--- src/rtl/sio_xcvr.sv ---
module sio_xcvr #(
  parameter int OVS = 16
) (
  input  logic       clk,
  input  logic       rst,
  input  logic       cs_n,
  input  logic       cd_sel,
  input  logic       rd_n,
  input  logic       wr_n,
  input  logic [7:0] din,
  output logic [7:0] dout,
  input  logic       baud_tick,
  input  logic       rxd,
  output logic       txd,
  input  logic       dsr_n,
  input  logic       cts_n,
  output logic       dtr_n,
  output logic       rts_n,
  output logic       tx_rdy,
  output logic       tx_empty,
  output logic       rx_rdy
);
  localparam int CW   = $clog2(OVS);
  localparam int HALF = OVS / 2;
  localparam logic [CW-1:0] LAST = CW'(OVS - 1);
  localparam logic [CW-1:0] MID  = CW'(HALF - 1);

  typedef enum logic [1:0] {R_IDLE, R_START, R_DATA, R_STOP} rx_st_e;

  wire sel    = ~cs_n;
  wire wr_cmd = sel & ~wr_n & cd_sel;
  wire wr_dat = sel & ~wr_n & ~cd_sel;
  wire rd_dat = sel & ~rd_n & ~cd_sel;
  wire err_clr = wr_cmd & din[4];

  logic [7:0] cmd;
  always_ff @(posedge clk) begin
    if (rst) cmd <= '0;
    else if (wr_cmd) cmd <= din & 8'hEF;
  end
  assign dtr_n = ~cmd[1];
  assign rts_n = ~cmd[5];

  // transmit path
  logic [7:0]    thr;
  logic          thr_full;
  logic          tx_busy;
  logic [9:0]    tx_sh;
  logic [3:0]    tx_bits;
  logic [CW-1:0] tx_cnt;

  wire tx_load = thr_full & ~tx_busy & cmd[0] & ~cts_n;

  always_ff @(posedge clk) begin
    if (rst) begin
      thr      <= '0;
      thr_full <= 1'b0;
      tx_busy  <= 1'b0;
      tx_sh    <= '1;
      tx_bits  <= '0;
      tx_cnt   <= '0;
    end else begin
      if (wr_dat) thr <= din;
      if (wr_dat) thr_full <= 1'b1;
      else if (tx_load) thr_full <= 1'b0;
      if (tx_load) begin
        tx_sh   <= {1'b1, thr, 1'b0};
        tx_busy <= 1'b1;
        tx_bits <= 4'd10;
        tx_cnt  <= '0;
      end else if (tx_busy && baud_tick) begin
        if (tx_cnt == LAST) begin
          tx_cnt  <= '0;
          tx_sh   <= {1'b1, tx_sh[9:1]};
          tx_bits <= tx_bits - 4'd1;
          if (tx_bits == 4'd1) tx_busy <= 1'b0;
        end else begin
          tx_cnt <= tx_cnt + 1'b1;
        end
      end
    end
  end

  assign txd      = tx_busy ? tx_sh[0] : 1'b1;
  assign tx_rdy   = ~thr_full;
  assign tx_empty = ~tx_busy;

  // receive path
  logic [1:0]    rx_sync;
  logic          rx_prev;
  rx_st_e        rx_st;
  logic [CW-1:0] rx_cnt;
  logic [2:0]    rx_bit;
  logic [7:0]    rx_sh;
  logic [7:0]    rx_buf;
  logic          rx_full, ovr, ferr;

  wire rx_in   = rx_sync[1];
  wire rx_done = baud_tick & (rx_st == R_STOP) & (rx_cnt == LAST);

  always_ff @(posedge clk) begin
    if (rst) rx_sync <= 2'b11;
    else rx_sync <= {rx_sync[0], rxd};
  end

  always_ff @(posedge clk) begin
    if (rst) begin
      rx_prev <= 1'b1;
      rx_st   <= R_IDLE;
      rx_cnt  <= '0;
      rx_bit  <= '0;
      rx_sh   <= '0;
    end else if (baud_tick) begin
      rx_prev <= rx_in;
      case (rx_st)
        R_IDLE: if (rx_prev && !rx_in) begin
          rx_st  <= R_START;
          rx_cnt <= '0;
        end
        R_START: if (rx_cnt == MID) begin
          rx_cnt <= '0;
          rx_bit <= '0;
          rx_st  <= rx_in ? R_IDLE : R_DATA;
        end else rx_cnt <= rx_cnt + 1'b1;
        R_DATA: if (rx_cnt == LAST) begin
          rx_cnt <= '0;
          rx_sh  <= {rx_in, rx_sh[7:1]};
          rx_bit <= rx_bit + 3'd1;
          if (rx_bit == 3'd7) rx_st <= R_STOP;
        end else rx_cnt <= rx_cnt + 1'b1;
        default: if (rx_cnt == LAST) begin
          rx_cnt <= '0;
          rx_st  <= R_IDLE;
        end else rx_cnt <= rx_cnt + 1'b1;
      endcase
    end
  end

  always_ff @(posedge clk) begin
    if (rst) begin
      rx_buf  <= '0;
      rx_full <= 1'b0;
      ovr     <= 1'b0;
      ferr    <= 1'b0;
    end else begin
      if (rx_done) rx_buf <= rx_sh;
      if (rx_done) rx_full <= 1'b1;
      else if (rd_dat) rx_full <= 1'b0;
      if (rx_done && rx_full && !rd_dat) ovr <= 1'b1;
      else if (err_clr) ovr <= 1'b0;
      if (rx_done && !rx_in) ferr <= 1'b1;
      else if (err_clr) ferr <= 1'b0;
    end
  end

  assign rx_rdy = rx_full;

  wire [7:0] status = {~dsr_n, ~cts_n, ferr, ovr, 1'b0, tx_empty, rx_full, tx_rdy};
  assign dout = (sel & ~rd_n) ? (cd_sel ? status : rx_buf) : 8'h00;
endmodule

--- config.mk ---
export PLATFORM = sky130hd
export DESIGN_NAME = sio_xcvr
export DESIGN_NICKNAME = d
export VERILOG_FILES = /design/src/rtl/sio_xcvr.sv
export SDC_FILE = /design/constraint.sdc
export NUM_CORES = 1
export LEC_CHECK = 0
export BUFFER_PORTS_ARGS = -buffer_cell sky130_fd_sc_hd__buf_4
export CAP_MARGIN = 20
export CORE_ASPECT_RATIO = 1.2
export CORE_UTILIZATION = 61
export DETAILED_ROUTE_END_ITERATION = 7
export GPL_ROUTABILITY_DRIVEN = 0
export PLACE_DENSITY_LB_ADDON = 0.05
export SLEW_MARGIN = 25
export SYNTH_ARGS = -nofsm -noshare
export SYNTH_HDL_FRONTEND = slang
export SYNTH_SLANG_ARGS = --single-unit
--- constraint.sdc ---
create_clock -name clk -period 4.25 [get_ports clk]
set_clock_uncertainty 0.15 [all_clocks]
set_input_delay 0.85 -clock clk [delete_from_list [all_inputs] [get_ports clk]]
set_output_delay 0.85 -clock clk [all_outputs]
set_load 0.01 [all_outputs]
==> metrics <==
net switching fraction of the power=0.216; CP max stage cell=or2_2; Final min period=approximately 2.8 ns; r2r setup slk=2.06 ns; worst-skew pair later-pin latency=between 0.3 and 0.4 ns; CTS Root Buffer Type=clkbuf_8; PD cells=~380 nW/um^2; most instantiated cells after synthesis=dfxtp_1 (61), nor2_1 (47), mux2i_1 (33); asr flop ratio synth=0; Worst setup EP type=output pin; number of synthesized flops with an enable pin=0; vias in the first global route=1769; worst r2r src=rx_cnt[0]$_SDFFE_PP0P_; Inst Count DP=363; Inserted Diodes=0; I/O Buffers=31; initial DRC count=~120; post-cts gate resize count=0; Area contributors post-synth=dfxtp_1 (46%), mux2i_1 (12%), nor2_1 (6.6%); Synth area leader=dfxtp_1; first-pass GRT wire length=7.87 mm; final setup vio count=0; # DRC=0; outcome=complete, no violations; Hold Path Depth=1; Synth Flop Type=dfxtp_1; gr usage total=0.223; Syn Nets=between 300 and 400; reg2reg path depth=5; # nets final=344; Stages on worst setup path=4; post-CTS setup buffers=0; crit-path max FO=9; cells after synthesis=296; DP HPWL=3.31 mm; Seq cells post-synth=61; IO Count=32; Final Instance Area=3090 sq um; overall via count from detail_route=2087; Final Power=1.17 mW; Crit Path Class=in -> out; multi-input combinational cell area=between 1000 and 1500 sq um; area grow syn2layout=16.4%; post-detailed-route wirelength per cell=13.0 um; largest net degree at the start of global routing=59; H-tree depth=3; Leak Pwr=1.26 nW; delay-heaviest family, CP=simple AND/OR/NAND/NOR gates; clk slew on worst S/H paths=0.07 ns; Seq/Total Area, Yosys=0.460; slack of the critical path=1.50 ns; core footprint=approximately 4100 sq um; top-count cell post-synth=dfxtp_1; Worst slew margin=0.472; Die ar.=around 4600 sq um; CP endpoint=dout[6]; clock share of power=0.453; share of cells above drive strength 1=0.175; peak supply drop=0.381 mV; max-cap viol count=0; cell mode on critical path=buf_4; first-pass iteration count of the detailed router=4; Num CTS Buffers=9; synthesized cell area=about 2700 sq um; yosys warns=0; routed vias/inst=5.51; share of the synthesized area in the top cell type=0.460; Comb pwr share=0.049; Cell Count, Final, Fillers Out=379; Yosys cell types=47; Slew Viols, Final=0; total grt overflow=0; CP cell instances=buf_4, or2_2, a211oi_1, buf_4; Hold Path Class=reg -> reg; Die W=about 62 um; Sequential Area=between 1000 and 1500 sq um; Max clock buf depth=2; # rows=25; Worst Setup Start Kind=primary input; placed cell area=2880 sq um; delay of the slowest critical-path stage=between 0.3 and 0.4 ns; Worst Setup SP=cs_n; Mapped Avg Cell Area=8.98 sq um; crit path DAT=1.75 ns; unrepaired setup endpoints after global routing=no; die height=74.3 um; Pint=920 uW; f_max=363 MHz; setup_tns=0 ns; fillers=322; CTS tree=yes; Least-Margin Pin Slew=about 0.79 ns; Post-DRT Antenna Nets=0; cts hold-fix bufs=0; Final period util=0.648; final hold violations=0; Sequential Power Share=0.498; Sw Pwr=between 200 and 300 uW; initial core utilization=0.654; Place WS=1.52 ns; final wirelength=4.91 mm; Crit path required time=3.25 ns; r2r endpoint=rx_buf[0]$_SDFFE_PP0P_; antenna violations before repair=0; Critical path buffers and inverters=2; # clock sinks=61
[area by class of cell]
| type | count | share of cell area |
|---|---|---|
| clock buffers | 12 | 0.0534 |
| clock inverters | 4 | 0.0146 |
| inverters | 8 | 0.00971 |
| multi-input cells | 209 | 0.430 |
| flip-flops and latches | 61 | 0.395 |
| well taps | 54 | 0.0218 |
| repair buffers | 31 | 0.0752 |
[metrics by stage]
stage / util / hold slack [ns]
2_1_floorplan: - / 0.239
3_3_place_gp: 0.708 / 0.241
3_5_place_dp: 0.708 / 0.259
4_1_cts: 0.759 / 0.276
5_1_grt: 0.761 / 0.314
6_report: 0.761 / 0.273
[worst min-delay path by stage]
stage,start,endpoint
after CTS,rx_sync[0]$_SDFF_PP1_,rx_sync[1]$_SDFF_PP1_
final,rx_sync[0]$_SDFF_PP1_,rx_sync[1]$_SDFF_PP1_
after global routing,rx_sync[0]$_SDFF_PP1_,rx_sync[1]$_SDFF_PP1_
after global placement,rx_sync[0]$_SDFF_PP1_,rx_sync[1]$_SDFF_PP1_
after floorplan,rx_sync[0]$_SDFF_PP1_,rx_sync[1]$_SDFF_PP1_
after detailed placement,rx_sync[0]$_SDFF_PP1_,rx_sync[1]$_SDFF_PP1_
[layout by cell type (no fill, tap or decap), types with 3 or more instances in the layout]
cell and instances:
nand2_1 22, nor3b_1 4, nand4_1 3, dfxtp_1 61, clkbuf_8 12, xnor2_1 4
nor3_1 11, or3_1 3, mux2i_1 33, clkinv_2 3, nor2b_1 4, inv_1 8
buf_4 31, a21oi_1 26, nor2_1 47, or2_2 3, ha_1 6, o21ai_0 4
nand3_1 4
[state kept, by name, indices dropped and copies added, names as in the netlist, 2 cells and up]
| signal | count |
|---|---|
| tx_sh | 9 |
| rx_buf | 8 |
| rx_sh | 8 |
| thr | 8 |
| rx_cnt | 4 |
| tx_bits | 4 |
| tx_cnt | 4 |
| cmd | 3 |
| rx_bit | 3 |
| rx_st | 2 |
| rx_sync | 2 |
[worst register-to-register path, stage by stage (launching register included)]
cell	delay (ns)
dfxtp_1	0.37
ha_1	0.25
and3_1	0.30
nand4_1	0.58
mux2i_1	0.36
nor2_1	0.06
[layer usage]
metal | track usage | routed length, um | vias up
met5 | 0 | 0 | -
met4 | 0.124 | 60 | 0
met3 | 0.0644 | 175 | 4
met2 | 0.365 | 2270 | 35
met1 | 0.269 | 2410 | 979
li1 | - | - | 1069
[power groups by stage]
stage / registers [mW] / clock network, mW / logic (mW)
2_1_floorplan: 0.594 / 0 / 0.0360
3_3_place_gp: 0.596 / 0 / 0.0563
3_5_place_dp: 0.597 / 0 / 0.0570
4_1_cts: 0.584 / 0.543 / 0.0572
5_1_grt: 0.585 / 0.568 / 0.0629
6_report: 0.584 / 0.532 / 0.0574
[logic make-up (layout without fill, tap and decap cells)]
| group | Yosys count | in the layout | synth area share |
|---|---|---|---|
| compound gates | 44 | 44 | 0.0984 |
| xor+xnor | 6 | 6 | 0.0198 |
| simple gates | 118 | 118 | 0.220 |
| fa+ha+maj | 6 | 6 | 0.0282 |
| flops | 61 | 61 | 0.460 |
| mux | 35 | 35 | 0.133 |
| buf+inv | 26 | 55 | 0.0414 |
Power figures use the tool's default switching activity.
